==> config.mk <==
export PLATFORM = sky130hd
export DESIGN_NAME = cascade_winner_arbiter
export DESIGN_NICKNAME = d
export VERILOG_FILES = /design/src/rtl/cascade_arb_pkg.sv /design/src/rtl/arb_hit_stage.sv /design/src/rtl/arb_latency_pipe.sv /design/src/rtl/arb_win_status.sv /design/src/rtl/cascade_winner_arbiter.sv
export SDC_FILE = /design/constraint.sdc
export NUM_CORES = 1
export LEC_CHECK = 0
export CORE_ASPECT_RATIO = 1.5
export CORE_MARGIN = 1.5
export CORE_UTILIZATION = 56
export DETAILED_ROUTE_END_ITERATION = 16
export DONT_BUFFER_PORTS = 1
export PLACE_DENSITY = 0.71
export SETUP_SLACK_MARGIN = 0.05
export SLEW_MARGIN = 15
export SYNTH_ARGS = -nofsm -noshare
export SYNTH_HDL_FRONTEND = slang
export SYNTH_SLANG_ARGS = --single-unit
==> constraint.sdc <==
create_clock -name clk -period 1.3 [get_ports clk]
set_clock_uncertainty 0.1 [all_clocks]
set_input_delay 0.065 -clock clk [delete_from_list [all_inputs] [get_ports clk]]
set_output_delay 0.065 -clock clk [all_outputs]
set_load 0.02 [all_outputs]
==> src/rtl/cascade_arb_pkg.sv <==
package cascade_arb_pkg;

    localparam int SRAM_AW   = 22;
    localparam int ID_W      = 5;
    localparam int LAT_STEPS = 3;

    typedef struct packed {
        logic               win;
        logic               any_hit;
        logic [SRAM_AW-1:0] addr;
    } drive_slot_t;

    // in-block hit inputs count for every size above a single device
    function automatic logic local_on(input logic [1:0] tsz);
        return tsz != 2'b00;
    endfunction

    // block-hit inputs count only for multi-block cascades
    function automatic logic block_on(input logic [1:0] tsz);
        return tsz[1];
    endfunction

endpackage

==> src/rtl/arb_hit_stage.sv <==
module arb_hit_stage
    import cascade_arb_pkg::*;
#(
    parameter int LOC_W = 7,
    parameter int BLK_W = 3
) (
    input  logic               clk,
    input  logic               rst,
    input  logic               search_vld,
    input  logic               local_hit,
    input  logic [SRAM_AW-1:0] hit_addr,
    input  logic [LOC_W-1:0]   lhit_in,
    input  logic [BLK_W-1:0]   bhit_in,
    input  logic [1:0]         tbl_size,
    output logic               lhit_q_o,
    output logic               bhit_q_o,
    output drive_slot_t        slot_o
);

    logic               hit_q;
    logic               lwin_q;
    logic               bhit_q;
    logic [SRAM_AW-1:0] addr_s1;
    logic [SRAM_AW-1:0] addr_s2;
    logic               up_local;
    logic               up_block;

    assign up_local = local_on(tbl_size) & (|lhit_in);
    assign up_block = block_on(tbl_size) & (|bhit_in);

    always_ff @(posedge clk) begin
        if (rst) begin
            hit_q   <= 1'b0;
            lwin_q  <= 1'b0;
            bhit_q  <= 1'b0;
            addr_s1 <= '0;
            addr_s2 <= '0;
        end else begin
            hit_q   <= search_vld & local_hit;
            addr_s1 <= hit_addr;
            lwin_q  <= hit_q & ~up_local;
            bhit_q  <= hit_q | up_local;
            addr_s2 <= addr_s1;
        end
    end

    assign lhit_q_o       = hit_q;
    assign bhit_q_o       = bhit_q;
    assign slot_o.win     = lwin_q & ~up_block;
    assign slot_o.any_hit = bhit_q | up_block;
    assign slot_o.addr    = addr_s2;


    lwin_src_chk: assert property (@(posedge clk) disable iff (rst)
        lwin_q |-> $past(hit_q));


    solo_win_chk: assert property (@(posedge clk) disable iff (rst)
        (hit_q && !local_on(tbl_size)) |=> lwin_q);


    lwin_block_chk: assert property (@(posedge clk) disable iff (rst)
        (hit_q && up_local) |=> !lwin_q);

endmodule

==> src/rtl/arb_latency_pipe.sv <==
module arb_latency_pipe
    import cascade_arb_pkg::*;
(
    input  logic        clk,
    input  logic        rst,
    input  drive_slot_t din,
    input  logic [1:0]  tbl_size,
    output drive_slot_t dout
);

    drive_slot_t stg [LAT_STEPS];

    for (genvar i = 0; i < LAT_STEPS; i++) begin : g_stage
        always_ff @(posedge clk) begin
            if (rst) begin
                stg[i] <= '0;
            end else if (i == 0) begin
                stg[i] <= din;
            end else begin
                stg[i] <= stg[(i > 0) ? i - 1 : 0];
            end
        end
    end

    always_comb begin
        case (tbl_size)
            2'b00:   dout = stg[0];
            2'b01:   dout = stg[1];
            default: dout = stg[LAT_STEPS-1];
        endcase
    end


    lat_shift_chk: assert property (@(posedge clk) disable iff (rst)
        $past(stg[0].win) |-> stg[1].win);

endmodule

==> src/rtl/arb_win_status.sv <==
module arb_win_status (
    input  logic clk,
    input  logic rst,
    input  logic set_i,
    output logic status_o
);

    logic st_q;

    always_ff @(posedge clk) begin
        if (rst)        st_q <= 1'b0;
        else if (set_i) st_q <= 1'b1;
    end

    assign status_o = st_q;


    status_hold_chk: assert property (@(posedge clk) disable iff (rst)
        $past(st_q) |-> st_q);


    status_cause_chk: assert property (@(posedge clk) disable iff (rst)
        $rose(st_q) |-> $past(set_i));

endmodule

==> src/rtl/cascade_winner_arbiter.sv <==
module cascade_winner_arbiter
    import cascade_arb_pkg::*;
#(
    parameter int DEVS_PER_BLK = 8,
    parameter int NUM_BLKS     = 4
) (
    input  logic                    clk,
    input  logic                    rst,
    input  logic                    search_vld,
    input  logic                    local_hit,
    input  logic [21:0]             hit_addr,
    input  logic [DEVS_PER_BLK-2:0] lhit_in,
    input  logic [NUM_BLKS-2:0]     bhit_in,
    input  logic [1:0]              tbl_size,
    input  logic                    is_last,
    input  logic [4:0]              dev_id,
    input  logic                    cmd_vld,
    input  logic [4:0]              cmd_id,
    output logic                    lhit_out,
    output logic                    bhit_out,
    output logic                    win_status,
    output logic                    reg_sel,
    output logic                    drive_en,
    output logic [21:0]             bus_addr,
    output logic                    bus_ce_n,
    output logic                    bus_we_n,
    output logic                    bus_ale_n
);

    localparam int LOC_W = DEVS_PER_BLK - 1;
    localparam int BLK_W = NUM_BLKS - 1;
    localparam logic [ID_W-1:0] ALL_ID = '1;

    drive_slot_t resolved;
    drive_slot_t slot_out;

    arb_hit_stage #(.LOC_W(LOC_W), .BLK_W(BLK_W)) hit_i (
        .clk        (clk),
        .rst        (rst),
        .search_vld (search_vld),
        .local_hit  (local_hit),
        .hit_addr   (hit_addr),
        .lhit_in    (lhit_in),
        .bhit_in    (bhit_in),
        .tbl_size   (tbl_size),
        .lhit_q_o   (lhit_out),
        .bhit_q_o   (bhit_out),
        .slot_o     (resolved)
    );

    arb_win_status stat_i (
        .clk      (clk),
        .rst      (rst),
        .set_i    (resolved.win),
        .status_o (win_status)
    );

    arb_latency_pipe pipe_i (
        .clk      (clk),
        .rst      (rst),
        .din      (resolved),
        .tbl_size (tbl_size),
        .dout     (slot_out)
    );

    always_comb begin
        drive_en  = slot_out.win | (is_last & ~slot_out.any_hit);
        bus_addr  = slot_out.win ? slot_out.addr : '1;
        bus_ce_n  = ~slot_out.win;
        bus_ale_n = ~slot_out.win;
        bus_we_n  = 1'b1;
    end

    assign reg_sel = cmd_vld & ((cmd_id == dev_id) | (is_last & (cmd_id == ALL_ID)));


    only_winner_drives_chk: assert property (@(posedge clk) disable iff (rst)
        (drive_en && !is_last) |-> !bus_ce_n);


    idle_pattern_chk: assert property (@(posedge clk) disable iff (rst)
        (drive_en && bus_ce_n) |-> (bus_addr == '1 && bus_ale_n && bus_we_n));


    sel_match_chk: assert property (@(posedge clk) disable iff (rst)
        (reg_sel && !is_last) |-> (cmd_id == dev_id && cmd_vld));


    win_needs_status_chk: assert property (@(posedge clk) disable iff (rst)
        (!bus_ce_n) |-> win_status);

endmodule

; After elaboration in Yosys (flattened, before gate mapping)
; Memory sizes are Yosys's and may differ from the RTL's.
; Index checks and enable logic that the tools add are counted.
[totals]
regBits = 48
latchBits = 0
ramBits = 72
mem_bits_ro = 0
inputBits = 50
output_inout_bits = 30
elab_cells = 41
mem_count = 1
[classes]
addsub = 0
mul = 0
div = 0
n_lt_le_gt_ge = 0
n_eq_ne = 3
shift = 0
muxes = 8
bitwise = 19
n_reduce_logical = 4
[mem_list]
columns = memory, depth, word_bits, read_ports, rd_ports_with_merged_regs, write_ports, line
row1 = pipe_i.stg, 3, 24, 3, 0, 3, arb_latency_pipe.sv:11  ; drive_slot_t stg [LAT_STEPS];
[op_table]
columns = op, n
row1 = $mux W24, 3
row2 = $pmux W24 S2, 1
row3 = $mux W22, 1
row4 = $and A1 B1 Y1, 8
row5 = $or A1 B1 Y1, 7
row6 = $reduce_or A7 Y1, 1
row7 = $eq A5 B5 Y1, 1
row8 = $eq A5 B5 Y1 const B, 1
row9 = $not A1 Y1, 4
row10 = $mux W1, 3
row11 = $reduce_or A3 Y1, 1
row12 = $eq A2 B1 Y1 const B, 1
row13 = $logic_not A2 Y1, 1
row14 = $reduce_bool A2 Y1, 1

; Longest topological paths before layout
[depth]
ltp_word = 5
mapped_depth = 6
ltp_nobuf = 3

; Modules after synthesis
; Synthesis repeated with hierarchy kept, for this count alone.
[unflattened]
cells_unflattened = 381
hier_area_um2 = 4063.9
[by_module_without_submodules]
columns = mod, n_inst, cells_per_inst, area_per_inst_um2, seq_area_each_um2
row1 = arb_latency_pipe, 1, 232, 2463.6, 1441.4
row2 = arb_hit_stage, 1, 107, 1316.3, 940.9
row3 = cascade_winner_arbiter, 1, 40, 254.0, 0.0
row4 = arb_win_status, 1, 2, 30.0, 20.0

; Least setup slack after synthesis
; Ideal clock, no wire load.
[synth_timing]
kind = reg-to-output
start = memory pipe_i.stg[1][23] (netlist name)
end = output bus_ce_n
arrival_ns = 1.044
required_time_ns = 1.135
setup_slack_ns = 0.091
path_stages_with_launch = 6
n_path_buf = 2
cell_sequence = dfxtp_1 mux2i_1 o21ai_2 buf_6 inv_1 buf_4
[synth_rtl]
columns = item, line
row1 = start: declaration, arb_latency_pipe.sv:11
row2 = end: declaration, cascade_winner_arbiter.sv:25  ; output logic bus_ce_n,

==> flow_metrics.env <==
export IMPL_status="complete, but fails checks"
export IMPL_violations="setup timing"
export IMPL_synth_top_area_share_pct=59.5
export IMPL_fp_dieH_um=107
export IMPL_async_flop_share_pct=0
export IMPL_grt_overflow=0
export IMPL_powerDensity_mw_per_mm2=1430
export IMPL_setup_violations=25
export IMPL_synthSimpleGateAreaFrac_pct=21.4
export IMPL_yosysSeqAreaShare_pct=59.5
export IMPL_drive_gt1_share_pct=14.5
export IMPL_grt_pass1_vias=2689
export IMPL_synth_ff_type="dfxtp_1"
export IMPL_cts_path_max_buffers=2
export IMPL_synth_common_cells="dfxtp_1, nor2b_1, mux2i_1, nand2_1, mux2_1"
export IMPL_synth_cell_types=28
export IMPL_finalCriticalPeriod_ps=1710
export IMPL_synth_area_mux_share_pct=12.4
export IMPL_cts_sinks=120
export IMPL_vdd_ir_drop_max_v=0.00119
export IMPL_cellLeakagePower_nw=2.55
export IMPL_finalSetupTns_ps=-9670
export IMPL_firstDrtPassIters=4
export IMPL_dieArea_sq_mm=0.00774
export IMPL_placeableCoreArea_sq_mm=0.00690
export IMPL_chipWidth_um=72.3
export IMPL_crit_path_cell_trace="mux2i_1 > o21ai_2 > buf_6 > clkbuf_16 > nand2_1 > buf_6"
export IMPL_synth_area_leaders="dfxtp_1, nor2b_1, mux2i_1"
export IMPL_hp_class="input pin to flip-flop"
export IMPL_vias=2664
export IMPL_grt_setup_unrepaired="yes"
export IMPL_slew_violations=0
export IMPL_drc=0
export IMPL_finalNonFillerCells=553
export IMPL_synth_xor_area_share_pct=1.08
export IMPL_grt_max_degree=63
export IMPL_crit_buf_inv=3
export IMPL_clock_fmax_mhz=583
export IMPL_syn_avg_cell_area_sq_um=11.4
export IMPL_nFillCells=400
export IMPL_fin_nets=514
export IMPL_endpoint_kind="output pin"
export IMPL_boundaryPins=80
export IMPL_finalHoldViolations=0
export IMPL_synthCells=354
export IMPL_grt_pass1_wl_mm=11.8
export IMPL_start_util_pct=58.5
export IMPL_path_class="flip-flop to output pin"
export IMPL_drv_cap=0
export IMPL_synth_top_family_by_area="simple AND/OR/NAND/NOR gates"
export IMPL_synth_edf_count=0
export IMPL_ant_nets=0
export IMPL_cpPeakStageDelay_ps=310
export IMPL_wl_per_cell_um=13.8
export IMPL_dp_cells=434
export IMPL_syn_area_sq_mm=0.00404
export IMPL_synth_nets=404
export IMPL_arrival_ps=1550
export IMPL_drt_iter0_drc=104
export IMPL_num_antenna_cells=0
export IMPL_hpwl_mm=3.16
export IMPL_cts_buffers=17
export IMPL_worst_slack_ps=-414
export IMPL_ys_ff_latch=120
export IMPL_grt_antenna_before_repair=0
export IMPL_worstPathMaxFanout=11
export IMPL_cp_top_family="buffers and inverters"
export IMPL_clk_latency_ps=500
export IMPL_clk_pin_slew_ps=50
export IMPL_synth_fa_ha_area_share_pct=0
export IMPL_via_per_inst=4.82
export IMPL_start_kind="flip-flop"
export IMPL_core_rowCount=37
export IMPL_track_usage_pct=20.2
export IMPL_root_buffer="clkbuf_8"
export IMPL_area_growth_pct=42.2
export IMPL_cp_required_ps=1130
export IMPL_synth_top_area_cell="dfxtp_1"
export IMPL_h_tree_depth=4
export IMPL_finalCritPeriodShare_pct=132
export IMPL_synth_most_common_cell="dfxtp_1"
export IMPL_cts_tree="yes"
export IMPL_gp_congestion=0.714
export IMPL_wl_mm=7.64
export IMPL_yosysWarnings=0
export IMPL_critPathMostFrequentCell="buf_6"
export IMPL_slowest_stage="dfxtp_2"
export IMPL_port_buffers=0
export IMPL_synth_compound_area_share_pct=1.30
stage by stage:
step | instance area (sq um) | hold slack [ps] | power [mW] | utilization, % | setup WS, ps
after floorplan | 4040 | 90.2 | 4.14 | - | 91.1
after global placement | 4180 | 49.5 | 4.07 | 60.5 | 181
after detailed placement | 4180 | 53.5 | 4.07 | 60.5 | 142
after CTS | 5640 | -272 | 8.22 | 81.7 | -387
after global routing | 5740 | 63.2 | 8.47 | 83.2 | -526
final | 5740 | 79.4 | 8.18 | 83.2 | -414
cell type report:
type	count	area, sq um	area share [%]
repair buffers	114	1220	21.3
multi-input cells	208	1490	26.0
clock buffers	26	468	8.15
well taps	78	97.6	1.70
clock inverters	4	45.0	0.785
inverters	3	11.3	0.196
flip-flops and latches	120	2400	41.9
per-layer routing:
metal / up-vias / routed length [um] / track usage (%)
met5: - / 0 / 0
met4: 0 / 121 / 10.9
met3: 9 / 356 / 5.73
met2: 86 / 3830 / 34.1
met1: 1229 / 3330 / 22.8
li1: 1340 / - / -
where the power goes:
group | internal, mW | total [mW] | switching [mW]
clock | 2.59 | 4.00 | 1.40
combinational | 0.240 | 0.354 | 0.114
sequential | 3.79 | 3.83 | 0.0368
worst reg2reg max path: stages, from the launching register on:
cell and delay (ps):
dfxtp_1 310, nor2b_1 130, dlygate4sd3_1 570
kinds of logic (layout without fill, tap and decap cells):
family,Yosys count,count (layout)
flip-flops,120,120
multiplexers,47,47
AO/OA/AOI/OAI,7,7
XOR/XNOR,5,5
other,1,1
AND/OR/NAND/NOR,148,148
buffers and inverters,26,147
path summary, 6_finish.rpt:
kind	from	end	slack, ps	depth (start not counted)
max reg2reg	pipe_i.stg[0][11]	pipe_i.stg[1][11]	70	2
min reg2reg	hit_i.addr_s2[17]	pipe_i.stg[0][17]	330	1
min	rst	pipe_i.stg[2][2]	80	2
max	pipe_i.stg[1][23]	bus_addr[12]	-410	6
cells in the final DEF, fill, tap and decap left out, drive strengths merged, types with 3 or more instances in the layout:
cell,instances
dfxtp,120
nor2b,110
dlygate4sd3,84
clkbuf,28
buf,27
mux2i,24
nand2,24
mux2,23
xnor2,5
and2b,4
clkinv,3
inv,3
state kept, by name, indices dropped and copies added (netlist names):
name,flops
stat_i.status_o,1
hit_i.addr_s2,22
hit_i.bhit_q_o,1
hit_i.lhit_q_o,1
hit_i.lwin_q,1
hit_i.addr_s1,22
pipe_i.stg,72
timing repair:
action / 4_1_cts / 5_1_grt
gates resized for setup: 26 / 11
hold buffers: 84 / 2
setup buffers: 0 / 1
gates cloned: 0 / 2
hold endpoints to repair: 120 / 3
endpoints found under the setup margin: 25 / 26
pin swaps: 0 / 0
(Power assumes the default switching activity.)
